**src/rtl/rsq_pkg.sv**
```systemverilog
package rsq_pkg;

    typedef enum logic {
        CPU_HELD = 1'b0,
        CPU_RUN  = 1'b1
    } cpu_state_e;

    function automatic cpu_state_e flip_state(input cpu_state_e s);
        return (s == CPU_HELD) ? CPU_RUN : CPU_HELD;
    endfunction

endpackage

```
**src/rtl/rsq_sync.sv**
```systemverilog
module rsq_sync #(
    parameter int unsigned STAGES = 2
) (
    input  logic clk_i,
    input  logic rst_ni,
    input  logic d_i,
    output logic q_o
);
    typedef struct packed {
        logic [STAGES-1:0] chain;
    } sync_t;

    sync_t state_d, state_q;

    always_comb begin
        state_d = state_q;
        state_d.chain[0] = d_i;
        for (int i = 1; i < STAGES; i++) begin
            state_d.chain[i] = state_q.chain[i-1];
        end
    end

    always_ff @(posedge clk_i or negedge rst_ni) begin
        if (!rst_ni) begin
            state_q <= '0;
        end else begin
            state_q <= state_d;
        end
    end

    assign q_o = state_q.chain[STAGES-1];
endmodule

```
**src/rtl/rsq_divider.sv**
```systemverilog
module rsq_divider #(
    parameter int unsigned DIV = 1024
) (
    input  logic clk_i,
    input  logic rst_ni,
    input  logic run_i,
    output logic tick_o
);
    localparam int unsigned DIV_W = (DIV > 2) ? $clog2(DIV) : 1;
    localparam logic [DIV_W-1:0] LAST = DIV_W'(DIV - 1);

    typedef struct packed {
        logic [DIV_W-1:0] cnt;
    } div_t;

    div_t state_d, state_q;
    logic wrap;

    assign wrap = (state_q.cnt == LAST);

    always_comb begin
        state_d = state_q;
        if (!run_i) begin
            state_d.cnt = '0;
        end else if (wrap) begin
            state_d.cnt = '0;
        end else begin
            state_d.cnt = state_q.cnt + 1'b1;
        end
    end

    always_ff @(posedge clk_i or negedge rst_ni) begin
        if (!rst_ni) begin
            state_q <= '0;
        end else begin
            state_q <= state_d;
        end
    end

    assign tick_o = run_i && wrap;
endmodule

```
**src/rtl/rsq_wdog.sv**
```systemverilog
module rsq_wdog #(
    parameter int unsigned CNT_W = 4
) (
    input  logic             clk_i,
    input  logic             rst_ni,
    input  logic             run_i,
    input  logic             tick_i,
    input  logic             clr_i,
    output logic [CNT_W-1:0] cnt_o,
    output logic             term_o
);
    localparam logic [CNT_W-1:0] TERM     = CNT_W'(1) << (CNT_W - 1);
    localparam logic [CNT_W-1:0] PRE_TERM = TERM - 1'b1;

    typedef struct packed {
        logic [CNT_W-1:0] cnt;
        logic             term;
    } wd_t;

    wd_t state_d, state_q;

    always_comb begin
        state_d      = state_q;
        state_d.term = 1'b0;
        if (!run_i || clr_i) begin
            state_d.cnt = '0;
        end else if (tick_i) begin
            if (state_q.cnt == PRE_TERM) begin
                state_d.cnt  = '0;
                state_d.term = 1'b1;
            end else begin
                state_d.cnt = state_q.cnt + 1'b1;
            end
        end
    end

    always_ff @(posedge clk_i or negedge rst_ni) begin
        if (!rst_ni) begin
            state_q <= '0;
        end else begin
            state_q <= state_d;
        end
    end

    assign cnt_o  = state_q.cnt;
    assign term_o = state_q.term;
endmodule

```
**src/rtl/wdt_reset_seq.sv**
```systemverilog
module wdt_reset_seq #(
    parameter int unsigned TICK_DIV    = 1024,
    parameter int unsigned WD_WIDTH    = 4,
    parameter int unsigned SYNC_STAGES = 2
) (
    input  logic clk_i,
    input  logic rst_ni,
    input  logic pwr_ok_i,
    input  logic wd_clr_i,
    output logic cpu_rst_no,
    output logic clk_en_o
);
    import rsq_pkg::*;

    logic                pg_sync;
    logic                div_tick;
    logic [WD_WIDTH-1:0] wd_cnt;
    logic                wd_term;

    typedef struct packed {
        cpu_state_e cpu;
    } top_t;

    top_t state_d, state_q;

    rsq_sync #(.STAGES(SYNC_STAGES)) u_sync (
        .clk_i  (clk_i),
        .rst_ni (rst_ni),
        .d_i    (pwr_ok_i),
        .q_o    (pg_sync)
    );

    rsq_divider #(.DIV(TICK_DIV)) u_div (
        .clk_i  (clk_i),
        .rst_ni (rst_ni),
        .run_i  (pg_sync),
        .tick_o (div_tick)
    );

    rsq_wdog #(.CNT_W(WD_WIDTH)) u_wdog (
        .clk_i  (clk_i),
        .rst_ni (rst_ni),
        .run_i  (pg_sync),
        .tick_i (div_tick),
        .clr_i  (wd_clr_i),
        .cnt_o  (wd_cnt),
        .term_o (wd_term)
    );

    always_comb begin
        state_d = state_q;
        if (!pg_sync) begin
            state_d.cpu = CPU_HELD;
        end else if (wd_term) begin
            state_d.cpu = flip_state(state_q.cpu);
        end
    end

    always_ff @(posedge clk_i or negedge rst_ni) begin
        if (!rst_ni) begin
            state_q.cpu <= CPU_HELD;
        end else begin
            state_q <= state_d;
        end
    end

    assign cpu_rst_no = (state_q.cpu == CPU_RUN) && pg_sync;
    assign clk_en_o   = div_tick;
endmodule

```
**config.mk**
```make
export PLATFORM = sky130hd
export DESIGN_NAME = wdt_reset_seq
export DESIGN_NICKNAME = d
export VERILOG_FILES = /design/src/rtl/rsq_pkg.sv /design/src/rtl/rsq_sync.sv /design/src/rtl/rsq_divider.sv /design/src/rtl/rsq_wdog.sv /design/src/rtl/wdt_reset_seq.sv
export SDC_FILE = /design/constraint.sdc
export NUM_CORES = 1
export LEC_CHECK = 0
export BUFFER_PORTS_ARGS = -buffer_cell sky130_fd_sc_hd__buf_2
export CORE_MARGIN = 1.5
export CORE_UTILIZATION = 50
export CTS_BUF_LIST = sky130_fd_sc_hd__clkbuf_4
export DETAILED_ROUTE_END_ITERATION = 10
export GPL_ROUTABILITY_DRIVEN = 0
export PLACE_DENSITY = 0.71
export SYNTH_ARGS = -nofsm -noshare
export SYNTH_HDL_FRONTEND = slang
export SYNTH_SLANG_ARGS = --single-unit
```
**constraint.sdc**
```tcl
create_clock -name clk_i -period 1.6 [get_ports clk_i]
set_input_delay 0.08 -clock clk_i [delete_from_list [all_inputs] [get_ports clk_i]]
set_output_delay 0.08 -clock clk_i [all_outputs]
set_load 0.01 [all_outputs]
```
After elaboration in Yosys (flattened, before gate mapping)
Index checks and enable logic that the tools add are counted.
W data, S select, Z words.
{"block": "totals", "memories": 0, "regBits": 18, "latch_bits": 0, "mem_bits_ro": 0, "out_inout_bits": 2, "mem_bits_rw": 0, "in_bits": 4}
{"block": "op_classes", "order_cmp": 0, "n_reduce_logical": 5, "n_shift": 0, "add_sub_neg": 2, "n_mux": 10, "n_mul": 0, "n_div": 0, "n_eq_ne": 3, "bitwise_logic": 0}
{"cell": "$mux W10", "count": 2}
{"cell": "$add A10 B1 Y10 const B", "count": 1}
{"cell": "$eq A10 B10 Y1 const B", "count": 1}
{"cell": "$mux W4", "count": 2}
{"cell": "$mux W1", "count": 5}
{"cell": "$mux W5", "count": 1}
{"cell": "$add A4 B1 Y4 const B", "count": 1}
{"cell": "$eq A4 B3 Y1 const B", "count": 1}
{"cell": "$logic_and A1 B1 Y1", "count": 2}
{"cell": "$ne A2 B1 Y1 const B", "count": 1}
{"cell": "$reduce_bool A2 Y1", "count": 1}
{"cell": "$logic_not A1 Y1", "count": 1}
{"cell": "$logic_or A1 B1 Y1", "count": 1}

Depth between registers and ports, before layout
Gate-level depths: netlist (run 1).
{"block": "logic_depth", "depth_word": 4, "depth_mapped": 6, "mapped_depth_nobuf": 4}

Hierarchy
Synthesis (run 1) repeated with hierarchy kept, for this count alone.
{"block": "unflattened", "cells_unflattened": 76, "area_unflattened_um2": 822.0}
{"mod": "rsq_divider", "instances": 1, "area_per_inst_um2": 476.7, "cells_each": 49, "seq_area_each_um2": 250.2}
{"mod": "rsq_wdog", "instances": 1, "area_per_inst_um2": 247.7, "cells_each": 21, "seq_area_each_um2": 125.1}
{"mod": "rsq_sync", "instances": 1, "area_per_inst_um2": 50.0, "cells_each": 2, "seq_area_each_um2": 50.0}
{"mod": "wdt_reset_seq", "instances": 1, "area_per_inst_um2": 47.5, "cells_each": 4, "seq_area_each_um2": 25.0}

Least setup slack after synthesis (run 1)
Ideal clock, no wire load.
{"block": "synth_timing", "path_kind": "register to register", "from": "register u_div.state_q[0] (netlist name)", "to": "register u_div.state_q[1] (netlist name)", "setup_ns": 0.120, "n_path_buf": 2, "slack_ns": 0.114, "arrival_time_ns": 1.366, "path_stages_with_launch": 7, "period_less_slack_ns": 1.486, "cell_sequence": "dfrtp_1 -> ha_1 -> buf_2 -> nand3_2 -> or3_1 -> buf_6 -> and3_1"}
{"item": "start: declaration", "line_no": "rsq_divider.sv:16", "source": "div_t state_d, state_q;"}
{"item": "start signal: assignment", "line_no": "rsq_divider.sv:36", "source": "state_q <= state_d;"}

Worst setup path in the final report (run 1)
{"block": "layout_timing", "from": "register u_div.state_q[0] (netlist name)", "to": "output port clk_en_o"}
{"block": "layout_between", "elab_chain_len": 2}
{"item": "$eq A10 B10 Y1", "line_no": "rsq_divider.sv:19", "source": "assign wrap = (state_q.cnt == LAST);"}
{"item": "$logic_and A1 B1 Y1", "line_no": "rsq_divider.sv:40", "source": "assign tick_o = run_i && wrap;"}
{"item": "end: declaration", "line_no": "wdt_reset_seq.sv:11", "source": "output logic clk_en_o"}
No other way between the ends.

==> results of run 1 <==
## cells in the mapped netlist, drive strengths merged
master	n	area [µm²]
dfrtp	18	450.4
nand2	9	36.29
nor2	8	30.03
nand3	7	40.04
or3	5	31.28
buf	4	26.27
a21oi	3	15.01
mux2i	3	30.03
nand4	3	18.77
nor4	3	40.04
o21ai	3	15.01
ha	2	25.02
nand3b	2	15.01
xnor2	2	17.52
xor2	2	17.52
a211o	1	8.760
a31oi	1	6.260
a32o	1	10.01
and2	1	6.260
and3	1	6.260
clkbuf	1	3.750
inv	1	3.750
nor2b	1	6.260
nor3	1	5.000
o21a	1	7.510
o31a	1	8.760
o31ai	1	7.510
## sequential cells by signal, indices dropped and copies added (netlist names)
name / cells
u_wdog.term_o: 1
state_q: 1
u_div.state_q: 10
u_sync.state_q: 2
u_wdog.cnt_o: 4
## cell families after synthesis
group | share of synthesized area
xor+xnor | 0.03944
buf+inv | 0.03801
compound gates | 0.08874
simple gates | 0.2648
flops | 0.5070
mux | 0.03380
fa+ha+maj | 0.02816
## layer usage
| metal | routed length (µm) | part of all wire | global-route usage |
|---|---|---|---|
| met5 | 0 | 0 | 0 |
| met4 | 48 | 0.030 | 0.1235 |
| met3 | 36 | 0.022 | 0.04000 |
| met2 | 808 | 0.50 | 0.2829 |
| met1 | 730 | 0.45 | 0.2359 |
## area by class of cell
| class | count | area share |
|---|---|---|
| multi-input cells | 62 | 0.4088 |
| clock buffers | 3 | 0.02145 |
| flip-flops and latches | 18 | 0.4291 |
| well taps | 17 | 0.02026 |
| inverters | 1 | 0.003576 |
| repair buffers | 17 | 0.1168 |
## report_power, final
group | switching [mW] | internal, mW | total, mW | leakage [nW]
Combinational | 0.0290 | 0.0212 | 0.0503 | 0.189
Clock | 0.133 | 0.0877 | 0.221 | 0.0138
Sequential | 0.00954 | 0.463 | 0.473 | 0.244
Total | 0.172 | 0.572 | 0.744 | 0.447
## worst max path at each step
stage                               start                         end  slack (ns)  cells after the start
4_1_cts        u_div.state_q[0]$_DFF_PN0_                    clk_en_o       -0.04                      5
6_report       u_div.state_q[0]$_DFF_PN0_                    clk_en_o        0.01                      5
3_5_place_dp   u_div.state_q[0]$_DFF_PN0_  u_div.state_q[1]$_DFF_PN0_        0.14                      4
3_3_place_gp   u_div.state_q[0]$_DFF_PN0_  u_div.state_q[1]$_DFF_PN0_        0.17                      4
2_1_floorplan  u_div.state_q[0]$_DFF_PN0_  u_div.state_q[1]$_DFF_PN0_        0.11                      6
5_1_grt        u_div.state_q[0]$_DFF_PN0_                    clk_en_o       -0.06                      5
## stage by stage
stage	hold WS (ns)	power, mW	setup slack (ns)
floorplan	-0.2156	0.5001	0.1141
global placement	0.02758	0.5208	0.1745
detailed placement	0.02671	0.5212	0.1423
CTS	0.2448	0.7547	-0.04161
global route	0.2642	0.7830	-0.06332
finish	0.2431	0.7439	0.01292
## worst register-to-register path, stage by stage, from the launching register on
cell     delay, ns
dfrtp_1       0.43
ha_4          0.17
nand3_4       0.07
buf_4         0.14
buf_4         0.14
o31ai_1       0.37
nor2_1        0.12
## what timing repair did
item	in CTS	in global routing
endpoints found under the setup margin	1	1
pin swaps	3	3
hold buffers	3	0
setup buffers	2	3
resized for setup	4	0
hold endpoints to repair	20	0
==> metrics, run 1 <==
Reg-to-Reg End u_div.state_q[3]$_DFF_PN0_; Vias/cell 5.720; sequential cell area roughly 450 µm²; core area roughly 1700 µm²; num rows 15; Final Core Density 0.6215; status complete, no violations; Peak VDD IR about 0.00060 V; Final Instance Count excl. Fillers 118; crit end category primary output; CP Launch Type flop; RSZ-0062 raised after global routing yes; path type of the worst setup path reg -> out; Inserted Clock Buffers 3; Slew @ Worst Pin between 0.4 and 0.5 ns; final WL between 1500 and 2000 µm; initial antenna violation count 0; GR Overflow Total 0; fmax between 0.6 and 0.7 GHz; pin count of the biggest net entering global routing 19; Final #Nets ~110; commonest cells after routing, fill and taps aside dfrtp_1 (18), buf_4 (9), nor2_1 (8), nand2_1 (8), nand3_1 (6); Detail Route Antenna Nets 0; Synth Net Count between 90 and 100; Final Skew 0.0007261 ns; slowest stage delay, CP 0.43 ns; Mapped Area around 890 µm²; Setup TNS 0 ns; DRT iter0 DRCs 18; CTS tree yes; fill count about 130; critical path's top delay family simple AND/OR/NAND/NOR gates; commonest non-fill, non-tap cell in the layout dfrtp_1; # H-tree levels 1; Avg WL per Cell 13.77 µm; #FFs+latches synth 18; critical path required time 1.52 ns; crit path DAT ~1.5 ns; DP Cell Count approximately 110; dpl cell area 934.6 µm²; number of global-route vias before repair ~650; Worst-path clk slew around 0.090 ns; Ys Warns 0; post-layout min period between 1.5 and 2 ns; first-pass GRT wire length about 2700 µm; layout cell share with drive strength beyond 1 0.2376; cells along the critical path ha_4 -> nand3_4 -> or3_4 -> nor2_1 -> buf_2; clock tree buffer depth 2; max-cap violation count 0; Pins Over Slew Limit 0; Vert. Die Dim 45.15 µm; design area 1050 µm²; Clock Sinks 18; Area growth syn-to-layout 18.17%; mean post-synth cell area 10.33 µm²; clock latency on the worst-skew pair 0.29 ns; IO buf count 5; Max stage delay cell, worst path dfrtp_1; hpwl dp 1043 µm; worst path bufs/invs 1; Worst R2R Path Depth 6; # diodes 0; Horiz. Die Dim roughly 45 µm; Tcrit/Tclk final 0.9919; reg2reg start u_div.state_q[0]$_DFF_PN0_; final hold violations 0; Multi-input gate area 429.2 µm²; GRT Total Usage 0.1858; Lkg Pwr between 0.4 and 0.5 nW; internal reg-to-reg setup slack ~0.040 ns; sequential cell area fraction in the yosys report 0.5070; count of cell types in the netlist 32; IO Pins 6; synthesized instance count 86; worst rel slew slack 0.7192; post-route DRC violation count 0; DIE AREA a little over 2000 µm²; DR pass1 iterations 4; P per Cell Area 708.6 nW/µm²; Root Driver clkbuf_4; Initial Util 0.5259; Hold/Removal Path Class in -> async; final-report setup violation count 0; critical path peak fanout 3; Via Count around 680
No activity file was read; power rests on OpenSTA's default activity.
==> run 2, diff against run 1 <==
--- a/config.mk
+++ b/config.mk
@@ -6,12 +6,14 @@
 export NUM_CORES = 1
 export LEC_CHECK = 0
 export BUFFER_PORTS_ARGS = -buffer_cell sky130_fd_sc_hd__buf_2
+export CELL_PAD_IN_SITES_DETAIL_PLACEMENT = 0
+export CELL_PAD_IN_SITES_GLOBAL_PLACEMENT = 1
 export CORE_MARGIN = 1.5
-export CORE_UTILIZATION = 50
+export CORE_UTILIZATION = 48
 export CTS_BUF_LIST = sky130_fd_sc_hd__clkbuf_4
 export DETAILED_ROUTE_END_ITERATION = 10
 export GPL_ROUTABILITY_DRIVEN = 0
-export PLACE_DENSITY = 0.71
+export PLACE_DENSITY = 0.83
 export SYNTH_ARGS = -nofsm -noshare
 export SYNTH_HDL_FRONTEND = slang
 export SYNTH_SLANG_ARGS = --single-unit
==> metrics, run 2 (synthesis gave the netlist of run 1 again) <==
GR Overflow Total 0; Area growth syn-to-layout 19.44%; Final Core Density 0.6145; crit path DAT roughly 1.5 ns; IO Pins 6; initial antenna violation count 0; RSZ-0062 raised after global routing yes; Tcrit/Tclk final 0.9970; fill count around 150; Worst R2R Path Depth 6; core area 1727 µm²; dpl cell area ~950 µm²; largest register by flop count u_div.state_q; critical path required time roughly 1.5 ns; final WL around 1700 µm; number of global-route vias before repair 680; Avg WL per Cell ~13 µm; Via Count ~690; max-cap violation count 0; DIE AREA between 2000 and 2500 µm²; # diodes 0; Pins Over Slew Limit 0; pin count of the biggest net entering global routing 19; clock latency on the worst-skew pair about 0.3 ns; Final Skew about 0.0048 ns; IO buf count 5; final-report setup violation count 0; # H-tree levels 1; Final #Nets 110; CP Launch Type flop; Inserted Clock Buffers 3; commonest cells after routing, fill and taps aside dfrtp_1 (18), buf_4 (10), nor2_1 (8), nand2_1 (8), nand3_1 (6); CTS tree yes; final hold violations 0; critical path peak fanout 2; Lkg Pwr roughly 0.45 nW; GRT Total Usage 0.1967; post-layout min period ~1.6 ns; num rows 15; worst rel slew slack 0.7059; Vias/cell 5.406; max reg flops 10; Slew @ Worst Pin 0.4374 ns; fmax 0.6269 GHz; first-pass GRT wire length 2932 µm; Peak VDD IR about 0.00077 V; Worst-path clk slew roughly 0.11 ns; path type of the worst setup path reg -> out; DR pass1 iterations 4; cells along the critical path ha_2 -> nand3_4 -> or3_4 -> nor2_1 -> buf_2; DRT iter0 DRCs 16; design area ~1100 µm²; DP Cell Count roughly 120; Clock Sinks 18; Detail Route Antenna Nets 0; Setup TNS 0 ns; Final Instance Count excl. Fillers 128; crit end category primary output; hpwl dp ~1200 µm; Initial Util 0.5145; final hold slack 0.2287 ns; Vert. Die Dim between 40 and 50 µm; slowest stage delay, CP 0.38 ns; clock tree buffer depth 2; Max stage delay cell, worst path dfrtp_1; status complete, no violations; Hold/Removal Path Class in -> async; layout cell share with drive strength beyond 1 0.2427; Horiz. Die Dim between 40 and 50 µm; post-route DRC violation count 0; P per Cell Area about 700 nW/µm²; commonest non-fill, non-tap cell in the layout dfrtp_1; Root Driver clkbuf_4
run 2: cell types whose count changed in the layout (fill, tap and decap cells not counted):
cell      delta
ha_2         +1
ha_4         -1
buf_4        +1
clkinv_1     +1
run 2: repair_timing:
item,in CTS,in global routing
gates resized for setup,3,0
pin swaps,3,4
setup buffers,3,2
endpoints found under the setup margin,1,1
hold buffers,3,0
hold endpoints to repair,20,0
run 2: final timing paths:
check                                       startpoint                          end  slack, ns
setup / recovery            u_div.state_q[0]$_DFF_PN0_                     clk_en_o      0.005
hold / removal                                  rst_ni   u_div.state_q[7]$_DFF_PN0_       0.23
setup reg to reg            u_div.state_q[0]$_DFF_PN0_   u_div.state_q[3]$_DFF_PN0_       0.06
hold reg to reg            u_sync.state_q[0]$_DFF_PN0_  u_sync.state_q[1]$_DFF_PN0_       0.38
max in group asynchronous                       rst_ni  u_sync.state_q[0]$_DFF_PN0_       1.09
min in group clk_i         u_sync.state_q[0]$_DFF_PN0_  u_sync.state_q[1]$_DFF_PN0_       0.38
run 2: area by class of cell:
type                       count  area (µm²)  area share
clock inverter                 1       3.754    0.003538
tap                           25       31.28     0.02948
multi-input combinational     62       419.2      0.3950
sequential                    18       450.4      0.4245
timing repair buffer          18       130.1      0.1226
clock buffer                   3       22.52     0.02123
inverter                       1       3.754    0.003538
run 2: metal layers:
layer  vias up  routed length, µm  GRT usage
li1        342                  -          -
met4         0                 23    0.06857
met5         -                  0          0
met2        15                829     0.3194
met1       333                809     0.2613
met3         2                 60    0.03571
run 2: critical path: cells and delay by family, from the launching register on:
kind | cells | cell delay (ns)
AND/OR/NAND/NOR | 3 | 0.49
flip-flops | 1 | 0.38
adder cells (fa/ha/maj) | 1 | 0.21
buffers and inverters | 1 | 0.13
run 2: metrics by stage:
stage,power [mW],setup slack (ns)
2_1_floorplan,0.5001,0.1141
3_3_place_gp,0.5217,0.1746
3_5_place_dp,0.5236,0.1341
4_1_cts,0.7665,-0.05615
5_1_grt,0.7987,-0.07149
6_report,0.7651,0.004749
run 2: report_power, final:
part	internal, mW	switching (mW)	total (mW)	leakage, nW
Combinational	0.0224	0.0300	0.0524	0.193
Sequential	0.463	0.00830	0.472	0.244
Clock	0.0912	0.150	0.241	0.0154
Total	0.577	0.188	0.765	0.453
